==> config.mk <==
export PLATFORM = sky130hd
export DESIGN_NAME = rtc_update_seq
export DESIGN_NICKNAME = d
export VERILOG_FILES = /design/src/rtl/rtc_update_seq.sv
export SDC_FILE = /design/constraint.sdc
export NUM_CORES = 1
export LEC_CHECK = 0
export BUFFER_PORTS_ARGS = -buffer_cell sky130_fd_sc_hd__buf_2
export CAP_MARGIN = 20
export CORE_AREA = 2 2 150 152
export DETAILED_ROUTE_END_ITERATION = 16
export DIE_AREA = 0 0 152 154
export GPL_ROUTABILITY_DRIVEN = 0
export PLACE_DENSITY = 0.65
export SLEW_MARGIN = 20
export SYNTH_ARGS = -nofsm -noshare
export SYNTH_HDL_FRONTEND = slang
export SYNTH_SLANG_ARGS = --single-unit
==> constraint.sdc <==
create_clock -name clk -period 7.1 [get_ports clk]
set_clock_uncertainty 0.15 [all_clocks]
set_input_delay 0.355 -clock clk [delete_from_list [all_inputs] [get_ports clk]]
set_output_delay 0.355 -clock clk [all_outputs]
set_load 0.005 [all_outputs]
==> src/rtl/rtc_update_seq.sv <==
module rtc_update_seq #(
  parameter int TICKS_PER_SEC = 32768,
  parameter int LEAD_TICKS    = 8,
  parameter int UPDATE_TICKS  = 65,
  localparam int DW = $clog2(TICKS_PER_SEC),
  localparam int WW = $clog2(LEAD_TICKS + UPDATE_TICKS + 1)
) (
  input  logic       clk,
  input  logic       rst_n,
  input  logic       tick,
  input  logic       wr_en,
  input  logic [3:0] addr,
  input  logic [7:0] wdata,
  output logic [7:0] rdata,
  output logic       uip,
  output logic       upd_end
);

  logic [DW-1:0] div_q;
  logic [WW-1:0] win_q;
  logic          uip_q, end_q;
  logic          set_q, bin_q, h24_q;
  logic [7:0]    sec_q, min_q, hr_q, day_q, mon_q, yr_q;

  function automatic logic [6:0] dec(input logic [7:0] v, input logic b);
    return b ? v[6:0] : 7'(v[7:4]) * 7'd10 + 7'(v[3:0]);
  endfunction

  function automatic logic [7:0] enc(input logic [6:0] v, input logic b);
    return b ? {1'b0, v} : {4'(v / 7'd10), 4'(v % 7'd10)};
  endfunction

  function automatic logic [6:0] mdays(input logic [6:0] mo, input logic leap);
    case (mo)
      7'd2:                       return leap ? 7'd29 : 7'd28;
      7'd4, 7'd6, 7'd9, 7'd11:    return 7'd30;
      default:                    return 7'd31;
    endcase
  endfunction

  wire sec_edge = tick && div_q == DW'(TICKS_PER_SEC - 1);
  wire carry    = uip_q && tick && !set_q && win_q == WW'(LEAD_TICKS - 1);
  wire win_done = uip_q && tick && win_q == WW'(LEAD_TICKS + UPDATE_TICKS - 1);

  wire [6:0] sv  = dec(sec_q, bin_q);
  wire [6:0] mv  = dec(min_q, bin_q);
  wire [6:0] hv  = h24_q ? dec(hr_q, bin_q) : dec({1'b0, hr_q[6:0]}, bin_q);
  wire [6:0] dv  = dec(day_q, bin_q);
  wire [6:0] mov = dec(mon_q, bin_q);
  wire [6:0] yv  = dec(yr_q, bin_q);
  wire       pm  = hr_q[7];
  wire       year_bad = !bin_q && yr_q > 8'h99;
  wire       s_wrap = sv >= 7'd59;
  wire       m_wrap = s_wrap && mv >= 7'd59;

  logic [7:0] n_sec, n_min, n_hr, n_day, n_mon, n_yr, htmp;
  logic       day_c;

  always_comb begin
    n_sec = enc(s_wrap ? 7'd0 : sv + 7'd1, bin_q);
    n_min = s_wrap ? enc(m_wrap ? 7'd0 : mv + 7'd1, bin_q) : min_q;
    n_hr  = hr_q;
    htmp  = 8'h00;
    day_c = 1'b0;
    if (m_wrap) begin
      if (h24_q) begin
        day_c = hv >= 7'd23;
        n_hr  = enc(day_c ? 7'd0 : hv + 7'd1, bin_q);
      end else if (hv >= 7'd12) begin
        htmp = enc(7'd1, bin_q);
        n_hr = {pm, htmp[6:0]};
      end else if (hv == 7'd11) begin
        htmp  = enc(7'd12, bin_q);
        n_hr  = {~pm, htmp[6:0]};
        day_c = pm;
      end else begin
        htmp = enc(hv + 7'd1, bin_q);
        n_hr = {pm, htmp[6:0]};
      end
    end
    n_day = day_q;
    n_mon = mon_q;
    n_yr  = yr_q;
    if (year_bad) begin
      n_day = 8'h01;
      n_mon = 8'h01;
      n_yr  = 8'h00;
    end else if (day_c) begin
      if (dv >= mdays(mov, yv[1:0] == 2'b00)) begin
        n_day = enc(7'd1, bin_q);
        if (mov >= 7'd12) begin
          n_mon = enc(7'd1, bin_q);
          n_yr  = enc(yv >= 7'd99 ? 7'd0 : yv + 7'd1, bin_q);
        end else begin
          n_mon = enc(mov + 7'd1, bin_q);
        end
      end else begin
        n_day = enc(dv + 7'd1, bin_q);
      end
    end
  end

  always_ff @(posedge clk) begin
    if (!rst_n) begin
      div_q <= '0;
      win_q <= '0;
      uip_q <= 1'b0;
      end_q <= 1'b0;
    end else begin
      if (tick) div_q <= sec_edge ? '0 : div_q + 1'b1;
      end_q <= 1'b0;
      if (set_q) begin
        uip_q <= 1'b0;
        win_q <= '0;
      end else if (sec_edge && !uip_q) begin
        uip_q <= 1'b1;
        win_q <= '0;
      end else if (uip_q && tick) begin
        win_q <= win_q + 1'b1;
        if (win_done) begin
          uip_q <= 1'b0;
          end_q <= 1'b1;
        end
      end
    end
  end

  always_ff @(posedge clk) begin
    if (!rst_n) begin
      {sec_q, min_q, hr_q} <= '0;
      day_q <= 8'h01;
      mon_q <= 8'h01;
      yr_q  <= 8'h00;
      set_q <= 1'b0;
      bin_q <= 1'b0;
      h24_q <= 1'b1;
    end else begin
      if (carry) begin
        sec_q <= n_sec;
        min_q <= n_min;
        hr_q  <= n_hr;
        day_q <= n_day;
        mon_q <= n_mon;
        yr_q  <= n_yr;
      end
      if (wr_en) begin
        case (addr)
          4'd0: sec_q <= wdata;
          4'd1: min_q <= wdata;
          4'd2: hr_q  <= wdata;
          4'd3: day_q <= wdata;
          4'd4: mon_q <= wdata;
          4'd5: yr_q  <= wdata;
          4'd6: {set_q, bin_q, h24_q} <= {wdata[7], wdata[2], wdata[1]};
          default: ;
        endcase
      end
    end
  end

  always_comb begin
    case (addr)
      4'd0:    rdata = sec_q;
      4'd1:    rdata = min_q;
      4'd2:    rdata = hr_q;
      4'd3:    rdata = day_q;
      4'd4:    rdata = mon_q;
      4'd5:    rdata = yr_q;
      4'd6:    rdata = {set_q, 4'b0000, bin_q, h24_q, 1'b0};
      4'd7:    rdata = {1'b1, 6'b000000, uip_q};
      default: rdata = 8'h00;
    endcase
  end

  assign uip     = uip_q;
  assign upd_end = end_q;

endmodule


Word-level counts from Yosys, hierarchy flattened
Index checks and enable logic that the tools add are counted.
{"block": "totals", "reg_bits": 75, "elab_cells": 165}
{"block": "op_classes", "reduce_logical": 21, "multipliers": 7, "bitwise": 3, "mux": 68, "magnitude_cmp": 8, "div_mod_pow": 14, "n_addsub": 15, "n_eq_ne": 16}
{"cell": "$mux W8", "count": 40}
{"cell": "$mux W7", "count": 15}
{"cell": "$pmux W8 S8", "count": 1}
{"cell": "$add A7 B1 Y7 const B", "count": 7}
{"cell": "$add A7 B4 Y7", "count": 7}
{"cell": "$div A7 B4 Y7 const B", "count": 7}
{"cell": "$mod A7 B4 Y7 const B", "count": 7}
{"cell": "$mul A4 B3 Y6 const B", "count": 6}
{"cell": "$eq A7 B3 Y1 const B", "count": 3}
{"cell": "$eq A7 B4 Y1 const B", "count": 3}
{"cell": "$eq A4 B3 Y1 const B", "count": 4}
{"cell": "$add A15 B1 Y15 const B", "count": 1}
{"cell": "$eq A15 B15 Y1 const B", "count": 1}
{"cell": "$mux W15", "count": 1}
{"cell": "$ge A7 B4 Y1 const B", "count": 2}
{"cell": "$ge A7 B6 Y1 const B", "count": 2}
{"cell": "$mux W1", "count": 9}
{"cell": "$eq A4 B2 Y1 const B", "count": 2}
{"cell": "$gt A8 B8 Y1 const B", "count": 1}
{"cell": "$logic_and A1 B1 Y1", "count": 8}
{"cell": "$reduce_or A4 Y1", "count": 2}
{"cell": "$eq A7 B2 Y1 const B", "count": 1}
{"cell": "$eq A7 B7 Y1 const B", "count": 1}
{"cell": "$ge A7 B5 Y1 const B", "count": 1}
{"cell": "14 further kinds", "count": 20}

Logic depth before layout (Yosys ltp)
{"block": "depth", "depth_word": 18, "depth_mapped": 26, "ltp_nobuf": 21}

Worst setup path after synthesis
Ideal clock, no wire load.
{"block": "synth_path", "path_type": "reg-to-reg", "start": "register yr_q[5]", "end": "register yr_q[2]", "stages_incl_launch_ff": 24, "setup_slack_ns": 1.672, "n_path_buf": 2, "t_required_ns": 6.876, "t_arrival_ns": 5.204, "setup_ns": 0.074, "cell_sequence": "dfxtp_1 ha_1 ha_1 inv_1 fa_1 nand2b_1 o311ai_1 o311ai_1 or4_1 a21o_1 and2_1 buf_2 buf_2 nand2_1 o21ai_0 a211oi_1 ha_1 o21ai_0 o21ai_0 a21oi_1 a2111oi_2 nor4_2 a221o_1 a31oi_1"}
{"block": "synth_between", "elab_chain_len": 14}
{"element": "start, declared", "line_no": "23", "rtl": "logic [7:0] sec_q, min_q, hr_q, day_q, mon_q, yr_q;"}
{"element": "start signal, assigned", "line_no": "144", "rtl": "yr_q <= n_yr;"}
{"element": "start signal, assigned", "line_no": "153", "rtl": "4'd5: yr_q <= wdata;"}
{"element": "$mul A4 B3 Y6", "line_no": "26", "rtl": "return b ? v[6:0] : 7'(v[7:4]) * 7'd10 + 7'(v[3:0]);"}
{"element": "$add A7 B4 Y7", "line_no": "26"}
{"element": "$mux W7", "line_no": "26"}
{"element": "$add A7 B1 Y7 or $ge A7 B7 Y1 (tied branches)", "line_no": "93", "rtl": "n_yr = enc(yv >= 7'd99 ? 7'd0 : yv + 7'd1, bin_q);"}
{"element": "$mux W7", "line_no": "93"}
{"element": "$mod A7 B4 Y7", "line_no": "30", "rtl": "return b ? {1'b0, v} : {4'(v / 7'd10), 4'(v % 7'd10)};"}
{"element": "$mux W8", "line_no": "30"}
{"element": "$mux W8", "line_no": "91", "rtl": "if (mov >= 7'd12) begin"}
{"element": "$mux W8", "line_no": "89", "rtl": "if (dv >= mdays(mov, yv[1:0] == 2'b00)) begin"}
{"element": "$mux W8", "line_no": "88", "rtl": "end else if (day_c) begin"}
{"element": "$mux W8 (*)", "line_no": "84", "rtl": "if (year_bad) begin"}
{"element": "$mux W8 (*)", "line_no": "138", "rtl": "if (carry) begin"}
{"element": "$mux W8", "line_no": "147", "rtl": "case (addr)"}
{"element": "$mux W8 (*)", "line_no": "146", "rtl": "if (wr_en) begin"}
Mark *: on every way between the ends. The rest lies on a longest branch, timed or not.
A chain may end at the register's enable or synchronous reset.

Final worst setup path
Same ends and word-level chain as after synthesis.

==> impl_metrics.tcl <==
set metrics [dict create \
    io_buffers 25 \
    power_density_nw_per_um2 112.3 \
    critPathKind "reg -> reg" \
    wl_um 32950 \
    diodes 0 \
    die_area_um2 23410 \
    synth_top_family_by_area "compound AO/OA/AOI/OAI gates" \
    synth-simple-area-share_pct 28.87 \
    cts.sinks 75 \
    ys_types 105 \
    synth_compound_area_share_pct 31.46 \
    grt_first_pass_wirelength_um 53990 \
    pwr-share-seq_pct 35.2 \
    synth_mux_area_share_pct 4.476 \
    area.growth.synth_to_final_pct 3.788 \
    slew_viol_final 0 \
    cts_setup_buffers 0 \
    drtPass1Iterations 7 \
    synth-adder-area-share_pct 10.02 \
    fp.dieW_um 152 \
    syn_avg_cell_area_um2 7.323 \
    switching_share_pct 32.22 \
    p_clk_share_pct 40.1 \
    synth_nets 1560 \
    ys_ff_latch 75 \
    crit_required_ps 7220 \
    io_pins 26 \
    clk_latency_ps 340 \
    grt_usage_pct 27.20 \
    die_h_um 154 \
    startpoint_type "register" \
    timing.final.ws_setup_ps 940.2 \
    maxSlewHeadroom_pct 34.09 \
    status "finished clean" \
    setup-violations-final 0 \
    post-route-min-period_ps 6160 \
    worstMarginPinSlew_ps 979.5 \
    place_ws_ps 1045 \
    tns_ps 0 \
    synth_seq_area_share_pct 13.99 \
    vias_per_cell 6.718 \
    holdWs_ps 202.6 \
    instances_no_fill 1705 \
    reg2reg_depth 22 \
    grt_max_degree 59 \
    gr-total-overflow 0 \
    max_freq_mhz 162.3 \
    async_flop_share_pct 0 \
    tritoncts "built" \
    rsz0062_at_grt "false" \
    cp-end-kind "register" \
    wire_per_inst_um 19.33 \
    fin_crit_sh_pct 86.76 \
    nets 1514 \
    syn-cell-area_um2 10740 \
    root_buffer "clkbuf_16" \
    ir_drop_v 0.0001225 \
    yosys_warnings 0 \
    p_int_mw 0.8481 \
    synth_edf_count 0 \
    drv_cap 0 \
    combPwrFrac_pct 24.7 \
    final_area_um2 11140 \
    post_route_cells_drive_above_1_share_pct 7.509 \
    synth-xor-area-share_pct 5.618 \
    cts_resized 0 \
    cts_buffers 9 \
    dpl_cell_area_um2 10820 \
    drtIter0Drc 1044 \
    synthCells 1466 \
    arrival_ps 6280 \
    numPlacedInstances 1689 \
    p_leak_nw 4.298 \
    core_area_um2 21690 \
    grt_pass1_vias 10400 \
    rows 54 \
    h-tree-depth 3 \
    ys.flop_type "dfxtp_1" \
    worstHoldPathType "in -> reg" \
    antenna_found_initial 1 \
    ant_nets 0 \
    min_path_cells 3 \
    hpwl_um 24410 \
    num_vias 11450 \
    p_sw_mw 0.4032 \
    hold_violations 0 \
    path_max_fanout 17 \
    cts-hold-fix-buffers 0 \
    clock_path_buffers 2 \
    drc 0 \
    clkTransAtPathRegs_ps 60 \
    initial_core_util_pct 49.50 \
]
==> worst max-delay path: stages, from the launching register on <==
cell	delay (ps)
dfxtp_1	500
ha_1	290
ha_1	200
inv_1	60
fa_1	460
nand2b_1	180
o311ai_1	270
o311ai_1	140
buf_4	200
or4_1	520
a21o_1	220
and2_1	350
nand2_1	140
o21ai_0	90
a211oi_1	350
ha_1	360
o21ai_0	250
o21ai_0	230
a21oi_1	100
a2111oi_2	380
nor4_2	110
a221o_1	360
a31oi_1	150
==> power groups by stage <==
stage               logic [mW]  registers (mW)  clock network (mW)
floorplan                0.238           0.443                   0
global placement         0.298           0.450                   0
detailed placement       0.300           0.450                   0
CTS                      0.302           0.440               0.507
global route             0.340           0.442               0.522
finish                   0.309           0.441               0.502
==> per-stage QoR <==
step / utilization, % / total power, mW
detailed placement: 49.90 / 0.7498
global route: 51.37 / 1.304
CTS: 51.37 / 1.250
floorplan: - / 0.6807
global placement: 49.90 / 0.7478
finish: 51.37 / 1.251
==> kinds of logic after synthesis <==
group           count (synthesis)
simple gates                  589
compound gates                479
buf+inv                       130
fa+ha+maj                      79
flops                          75
xor+xnor                       68
mux                            46
==> flip-flops by register name, summed over array words and instances (netlist names) <==
| register | flops |
|---|---|
| div_q | 15 |
| yr_q | 8 |
| h24_q | 1 |
| hr_q | 8 |
| set_q | 1 |
| uip | 1 |
| day_q | 8 |
| sec_q | 8 |
| bin_q | 1 |
| mon_q | 8 |
| upd_end | 1 |
| win_q | 7 |
| min_q | 8 |
==> routing by layer <==
layer	part of all wire (%)	GRT usage, %	vias up
met1	46	38.73	5428
met2	44	41.85	420
met5	0.039	0	-
met3	6.6	4.002	74
met4	3.0	9.479	2
li1	-	-	5530
==> final timing paths <==
check / startpoint / end / slack [ps]
worst max-delay path: yr_q[5]$_SDFF_PN0_ / yr_q[2]$_SDFF_PN0_ / 940
worst min-delay path: wdata[0] / hr_q[0]$_SDFF_PN0_ / 200
worst min register to register: win_q[1]$_SDFFE_PP0P_ / win_q[1]$_SDFFE_PP0P_ / 340
worst max register to register: yr_q[5]$_SDFF_PN0_ / yr_q[2]$_SDFF_PN0_ / 940
==> area by class of cell <==
cell class | count | area (um2)
Timing Repair Buffer | 32 | 177.7
Inverter | 41 | 153.9
Tap cell | 280 | 350.3
Fill cell | 2141 | 10550
Multi-Input combinational cell | 1261 | 8636
Clock buffer | 10 | 229.0
Sequential cell | 75 | 1505
Clock inverter | 6 | 90.09
==> cell usage after synthesis, types with 8 or more instances <==
library cell    n  share of area [%]
a211o_1        10               0.82
dfxtp_1        75                 14
xnor2_1        35                2.9
nor4b_1        13                1.1
buf_2          15               0.70
or3_1          14               0.82
fa_1           12                2.2
o32ai_1         8               0.65
o21ai_0        71                3.3
and3_1         29                1.7
xor2_1         32                2.6
a32oi_1        10               0.82
ha_1           66                7.7
a211oi_1       31                2.2
mux2i_1        32                3.0
and2_1         23                1.3
nand2_1       140                4.9
nand2b_1       14               0.82
nand4_1        16               0.93
a21oi_1       110                5.1
a221oi_1       11               0.90
o31ai_1        12               0.84
o211ai_1       29                2.0
inv_1          41                1.4
mux2_2         12                1.3
a22oi_1        14               0.98
nor3b_1        18                1.3
nor2_1        113                4.0
a21o_1         13               0.91
nor4_1         17               0.99
nor2b_1        19                1.1
a31oi_1        23                1.3
nor3_1         53                2.5
o22ai_1         8               0.47
clkbuf_1       54                1.9
nand3_1        65                3.0
==> cell usage in the layout, fill, tap and decap left out, drive strengths merged, types with 10 or more instances in the layout <==
master | netlist | routed
and2 | 24 | 24
xor2 | 33 | 33
and3 | 29 | 29
nor3 | 54 | 54
o31ai | 12 | 12
nor2 | 116 | 116
a211o | 10 | 10
or3 | 14 | 14
a221oi | 11 | 11
buf | 35 | 32
a31oi | 24 | 24
inv | 41 | 41
nand3 | 66 | 66
nor2b | 20 | 20
nand2 | 140 | 140
nor4b | 14 | 14
nand4 | 16 | 16
a32oi | 11 | 11
o21ai | 81 | 81
a21oi | 110 | 110
nor4 | 20 | 20
fa | 12 | 12
nor3b | 18 | 18
a22oi | 16 | 16
mux2i | 33 | 33
dfxtp | 75 | 75
clkbuf | 54 | 10
nand2b | 14 | 14
a211oi | 33 | 33
xnor2 | 35 | 35
mux2 | 13 | 13
ha | 66 | 66
a21o | 13 | 13
o211ai | 29 | 29
Power figures use the tool's default switching activity.
